$ cat src/rtl/core_mem_seq_pkg.sv
package core_mem_seq_pkg;

    typedef enum logic [1:0] {
        SEQ_IDLE  = 2'd0,
        SEQ_READ  = 2'd1,
        SEQ_WRITE = 2'd2
    } seq_state_e;

    // Per-clock control decoded from the sequencer state
    typedef struct packed {
        logic rd_win;   // read half active
        logic wr_win;   // write half active
        logic capture;  // last clock of read half
        logic finish;   // last clock of write half
        logic accept;   // start taken this clock
    } seq_ctl_t;

    function automatic int unsigned cnt_width(input int unsigned n);
        return (n > 1) ? $clog2(n) : 1;
    endfunction

endpackage

$ cat src/rtl/core_mem_seq_timer.sv
module core_mem_seq_timer
    import core_mem_seq_pkg::*;
#(
    parameter int unsigned HALF_CLKS = 3
) (
    input  logic     clk,
    input  logic     rst,
    input  logic     start,
    output seq_ctl_t ctl
);
    localparam int unsigned CNT_W = cnt_width(HALF_CLKS);
    localparam logic [CNT_W-1:0] LAST = CNT_W'(HALF_CLKS - 1);

    seq_state_e       state_q;
    logic [CNT_W-1:0] cnt_q;
    logic             at_last;

    assign at_last = (cnt_q == LAST);

    always_ff @(posedge clk) begin
        if (rst) begin
            state_q <= SEQ_IDLE;
            cnt_q   <= '0;
        end else begin
            case (state_q)
                SEQ_IDLE: begin
                    cnt_q <= '0;
                    if (start) state_q <= SEQ_READ;
                end
                SEQ_READ: begin
                    if (at_last) begin
                        state_q <= SEQ_WRITE;
                        cnt_q   <= '0;
                    end else begin
                        cnt_q <= cnt_q + 1'b1;
                    end
                end
                SEQ_WRITE: begin
                    if (at_last) begin
                        state_q <= SEQ_IDLE;
                        cnt_q   <= '0;
                    end else begin
                        cnt_q <= cnt_q + 1'b1;
                    end
                end
                default: begin
                    state_q <= SEQ_IDLE;
                    cnt_q   <= '0;
                end
            endcase
        end
    end

    always_comb begin
        ctl.rd_win  = (state_q == SEQ_READ);
        ctl.wr_win  = (state_q == SEQ_WRITE);
        ctl.capture = ctl.rd_win && at_last;
        ctl.finish  = ctl.wr_win && at_last;
        ctl.accept  = (state_q == SEQ_IDLE) && start;
    end

    // the write half follows the read half immediately
    assert_read_then_write_R2: assert property (@(posedge clk) disable iff (rst)
        ctl.capture |=> ctl.wr_win);

    // after the final write clock the sequencer is idle
    assert_done_then_idle_R7: assert property (@(posedge clk) disable iff (rst)
        ctl.finish |=> !(ctl.rd_win || ctl.wr_win));

endmodule

$ cat src/rtl/core_mem_seq_latch.sv
module core_mem_seq_latch #(
    parameter int unsigned ADDR_W = 10,
    parameter int unsigned DATA_W = 20
) (
    input  logic              clk,
    input  logic              rst,
    input  logic              accept,
    input  logic [ADDR_W-1:0] addr_in,
    input  logic              store_in,
    input  logic [DATA_W-1:0] wdata_in,
    output logic [ADDR_W-1:0] addr_q,
    output logic              store_q,
    output logic [DATA_W-1:0] wdata_q
);
    always_ff @(posedge clk) begin
        if (rst) begin
            addr_q  <= '0;
            store_q <= 1'b0;
            wdata_q <= '0;
        end else if (accept) begin
            addr_q  <= addr_in;
            store_q <= store_in;
            wdata_q <= wdata_in;
        end
    end

    // request copy changes only on an accepted start
    assert_req_hold_R3: assert property (@(posedge clk) disable iff (rst)
        !accept |=> ($stable(addr_q) && $stable(store_q) && $stable(wdata_q)));

endmodule

$ cat src/rtl/core_mem_seq_datapath.sv
module core_mem_seq_datapath #(
    parameter int unsigned DATA_W = 20
) (
    input  logic              clk,
    input  logic              rst,
    input  logic              capture,
    input  logic              wr_win,
    input  logic              store_q,
    input  logic [DATA_W-1:0] wdata_q,
    input  logic [DATA_W-1:0] ram_rdata,
    output logic [DATA_W-1:0] rdata_q,
    output logic              ram_we,
    output logic [DATA_W-1:0] ram_wdata
);
    always_ff @(posedge clk) begin
        if (rst)          rdata_q <= '0;
        else if (capture) rdata_q <= ram_rdata;
    end

    assign ram_we    = wr_win;
    assign ram_wdata = store_q ? wdata_q : rdata_q;

endmodule

$ cat src/rtl/core_mem_seq.sv
module core_mem_seq
    import core_mem_seq_pkg::*;
#(
    parameter int unsigned ADDR_W    = 10,
    parameter int unsigned DATA_W    = 20,
    parameter int unsigned HALF_CLKS = 3
) (
    input  logic              clk,
    input  logic              rst,
    input  logic              start,
    input  logic [ADDR_W-1:0] addr,
    input  logic              store,
    input  logic [DATA_W-1:0] wdata,
    output logic [DATA_W-1:0] rdata,
    output logic              done,
    output logic              busy,
    output logic              phase_rd,
    output logic              phase_wr,
    output logic [ADDR_W-1:0] ram_addr,
    output logic              ram_we,
    output logic [DATA_W-1:0] ram_wdata,
    input  logic [DATA_W-1:0] ram_rdata
);
    seq_ctl_t          ctl;
    logic              store_q;
    logic [DATA_W-1:0] wdata_q;

    core_mem_seq_timer #(.HALF_CLKS(HALF_CLKS)) u_timer (
        .clk   (clk),
        .rst   (rst),
        .start (start),
        .ctl   (ctl)
    );

    core_mem_seq_latch #(.ADDR_W(ADDR_W), .DATA_W(DATA_W)) u_latch (
        .clk      (clk),
        .rst      (rst),
        .accept   (ctl.accept),
        .addr_in  (addr),
        .store_in (store),
        .wdata_in (wdata),
        .addr_q   (ram_addr),
        .store_q  (store_q),
        .wdata_q  (wdata_q)
    );

    core_mem_seq_datapath #(.DATA_W(DATA_W)) u_dp (
        .clk       (clk),
        .rst       (rst),
        .capture   (ctl.capture),
        .wr_win    (ctl.wr_win),
        .store_q   (store_q),
        .wdata_q   (wdata_q),
        .ram_rdata (ram_rdata),
        .rdata_q   (rdata),
        .ram_we    (ram_we),
        .ram_wdata (ram_wdata)
    );

    assign phase_rd = ctl.rd_win;
    assign phase_wr = ctl.wr_win;
    assign busy     = ctl.rd_win | ctl.wr_win;
    assign done     = ctl.finish;

    // RAM writes only inside the write window
    assert_we_in_write_R9: assert property (@(posedge clk) disable iff (rst)
        ram_we |-> (phase_wr && !phase_rd));

    // rdata moves only at the end of a read half
    assert_rdata_hold_R4: assert property (@(posedge clk) disable iff (rst)
        !phase_rd |=> $stable(rdata));

    // a running cycle is not restarted by start
    assert_start_ignored_R8: assert property (@(posedge clk) disable iff (rst)
        (busy && !done) |=> (busy && $stable(ram_addr)));

endmodule

$ cat config.mk
export PLATFORM = sky130hd
export DESIGN_NAME = core_mem_seq
export DESIGN_NICKNAME = d
export VERILOG_FILES = /design/src/rtl/core_mem_seq_pkg.sv /design/src/rtl/core_mem_seq_timer.sv /design/src/rtl/core_mem_seq_latch.sv /design/src/rtl/core_mem_seq_datapath.sv /design/src/rtl/core_mem_seq.sv
export SDC_FILE = /design/constraint.sdc
export NUM_CORES = 1
export LEC_CHECK = 0
export ABC_AREA = 1
export BUFFER_PORTS_ARGS = -buffer_cell sky130_fd_sc_hd__buf_2
export CAP_MARGIN = 40
export CORE_ASPECT_RATIO = 0.6
export CORE_UTILIZATION = 44
export DETAILED_ROUTE_END_ITERATION = 8
export PLACE_DENSITY = 0.81
export SYNTH_ARGS = -nofsm -noshare
export SYNTH_HDL_FRONTEND = slang
export SYNTH_SLANG_ARGS = --single-unit
export TNS_END_PERCENT = 20
$ cat constraint.sdc
create_clock -name clk -period 1.3 [get_ports clk]
set_input_delay 0.195 -clock clk [delete_from_list [all_inputs] [get_ports clk]]
set_output_delay 0.195 -clock clk [all_outputs]
set_load 0.02 [all_outputs]
==> results.py <==
metrics = {
    "cells_and_area": {
        "final_layout_size_suffix_gt1_share_pct": 36.7,
        "final_area_um2": 3170,
        "nets": 468,
        "fill_cells": 440,
        "finalNonFillerCells": 472,
        "syn_to_final_growth_pct": 39.1,
        "antenna_cells": 0,
    },
    "floorplan": {
        "fp.dieW_um": 94.9,
        "io_pins": 109,
        "dieArea_um2": 5470,
        "row_count": 19,
        "die_h_um": 57.7,
        "core_area_um2": 4780,
        "initial_core_util_pct": 47.6,
    },
    "clock_network": {
        "clock_latency_ps": 300,
        "tritoncts": "built",
        "clockRootBuffer": "clkbuf_8",
        "cts_made_buffers": 5,
        "cts.sink_count": 55,
        "clkTransAtPathRegs_ps": 90,
        "cts-hold-fix-buffers": 0,
        "cts.path.max_buffers": 2,
        "htreeDepth": 2,
    },
    "critical_path": {
        "crit_path_start_kind": "flip-flop",
        "r2r_setup_slack_ps": 80,
        "cp-end-kind": "output port",
        "path_max_fanout": 4,
        "required_ps": 1110,
        "crit_path_frequent_cell": "buf_6",
        "slowest_delay_ps": 350,
        "critPathSlowestCell": "dfxtp_2",
        "crit_chain": "inv_2 > buf_6 > ha_4 > nand2_1 > inv_1 > buf_6",
        "critPathArrivalTime_ps": 1180,
        "crit_type": "reg -> out",
    },
    "synthesis": {
        "synthArstFlopShare_pct": 0,
        "seq_area_frac_synth_pct": 48.4,
        "synth_area_leader_cell": "dfxtp_1",
        "avgSynthCellArea_um2": 7.61,
        "yosysMostFrequentCell": "nor2_1",
        "synth_nets": 359,
        "postSynthCellCount": 299,
        "syn-cell-area_um2": 2280,
        "ys_dominant_reg_cell": "dfxtp_1",
        "yosys_register_bits": 55,
        "synth_top_area_share_pct": 48.4,
        "yosysWarningCount": 0,
        "synth_common_cells": "nor2_1 (66), dfxtp_1 (55), o21ai_0 (47)",
        "synth_area_leaders": "dfxtp_1 (48%), nor2_1 (11%), o21ai_0 (10%)",
        "synth_cell_types": 16,
        "synth_edf_count": 0,
    },
    "global_routing": {
        "grt_usage_pct": 21.5,
        "grt_max_degree": 39,
        "grt_overflow_total": 0,
        "antenna_found_initial": 0,
        "grt_pass1_wl_mm": 9.00,
        "grt_pass1_vias": 2086,
    },
    "placement": {
        "dp.cells": 460,
        "placed_cell_area_um2": 2890,
        "gp_congestion": 0.794,
        "dp_hpwl_mm": 4.06,
        "port_buffers": 108,
        "place_ws_ps": -83.3,
    },
    "route": {
        "antenna_left": 0,
        "drc_errors": 0,
        "routed_wl_mm": 5.96,
        "first_iter_violations": 56,
        "dr.pass1.iters": 4,
        "vias": 2305,
        "post_drt_wl_per_cell_um": 12.6,
        "vias_per_cell": 4.88,
    },
    "sta": {
        "tightest_slew_ps": 240,
        "fmax_mhz": 725,
        "relSlewSlack_pct": 84.0,
        "fin_crit_sh_pct": 106,
        "grt_setup_unrepaired": "yes",
        "report.final.slew_viol_count": 0,
        "clock_skew_ps": 4.66,
        "setup_ws_ps": -79.1,
        "setup_viol": 22,
        "report.final.hold_viol_count": 0,
        "min_period_ps": 1380,
    },
    "outcome": {
        "violations": "negative setup slack",
        "status": "finished with violations",
    },
    "worst_hold_path": {
        "hp-class": "in -> reg",
    },
    "power": {
        "power.density_nw_per_um2": 1150,
        "ir_drop_mv": 0.563,
        "leakage_nw": 1.50,
        "p_total_mw": 3.66,
    },
    "flow_run": {
        "maxCapViolations": 0,
    },
}
## layout by cell type (no fill, tap or decap), drive strengths merged
master	instances
buf	121
nand2	29
a21oi	21
inv	28
nand3	3
nor2	66
o21ai	71
clkbuf	8
clkinv	1
dfxtp	55
ha	6
## final cells by class
class | count | area [µm²] | area share, %
Sequential cell | 55 | 1110 | 35.0
Timing Repair Buffer | 122 | 803 | 25.4
Clock inverter | 1 | 5.00 | 0.158
Multi-Input combinational cell | 196 | 983 | 31.1
Tap cell | 63 | 78.8 | 2.49
Inverter | 28 | 113 | 3.56
Clock buffer | 7 | 76.3 | 2.41
## path summary, 6_finish.rpt
path / from / endpoint / cells past startpoint
worst min-delay path: rst / u_timer.state_q[1]$_SDFFE_PP0P_ / 2
worst max-delay path: u_timer.state_q[0]$_SDFFE_PP0P_ / done / 6
worst max register to register: u_timer.state_q[0]$_SDFFE_PP0P_ / u_dp.rdata_q[18]$_SDFFE_PP0P_ / 6
worst min register to register: u_timer.cnt_q[0]$_SDFF_PP0_ / u_timer.cnt_q[0]$_SDFF_PP0_ / 1
## worst max-delay path: cells and delay by family, from the launching register on
kind                       cells  cell delay [ps]
DFF                            1              350
buffers and inverters          4              330
adders and majority gates      1              150
and+or+nand+nor                1               50
## sequential cells by signal, summed over array words and instances (netlist names)
name             count
u_timer.state_q      2
u_timer.cnt_q        2
u_latch.wdata_q     20
u_latch.store_q      1
u_dp.rdata_q        20
u_latch.addr_q      10
## logic make-up (layout without fill, tap and decap cells)
family	count (synthesis)	in the layout	share of synthesized area (%)
buffers and inverters	48	158	11.0
DFF	55	55	48.4
and+or+nand+nor	98	98	16.5
adders and majority gates	6	6	3.30
AOI/OAI and AO/OA	92	92	20.7
## layer usage
metal	global-route usage, %	share of wire, %	vias to the layer above
li1	-	-	1171
met1	25.8	46	1031
met2	37.4	44	96
met3	6.56	9.2	7
met4	5.84	0.81	0
met5	0	0	-
## report_power, final
part / total [mW] / internal (mW) / switching (mW)
Clock: 0.905 / 0.380 / 0.525
Combinational: 0.866 / 0.369 / 0.497
Sequential: 1.89 / 1.81 / 0.0725
## stage by stage
step | hold WS, ps | TNS (ps) | utilization [%]
after floorplan | 264 | 0 | -
after global placement | 399 | 0 | 60.4
after detailed placement | 410 | -837 | 60.4
after CTS | 77.9 | -1020 | 63.9
after global routing | 62.7 | -2240 | 66.3
final | 87.7 | -826 | 66.3
## what timing repair did
| item | in CTS | in global routing |
|---|---|---|
| endpoints found under the setup margin | 57 | 67 |
| setup buffers | 0 | 3 |
| cloned | 0 | 1 |
| pin swaps | 0 | 2 |
| gates resized for setup | 50 | 18 |
Power figures use the tool's default switching activity.
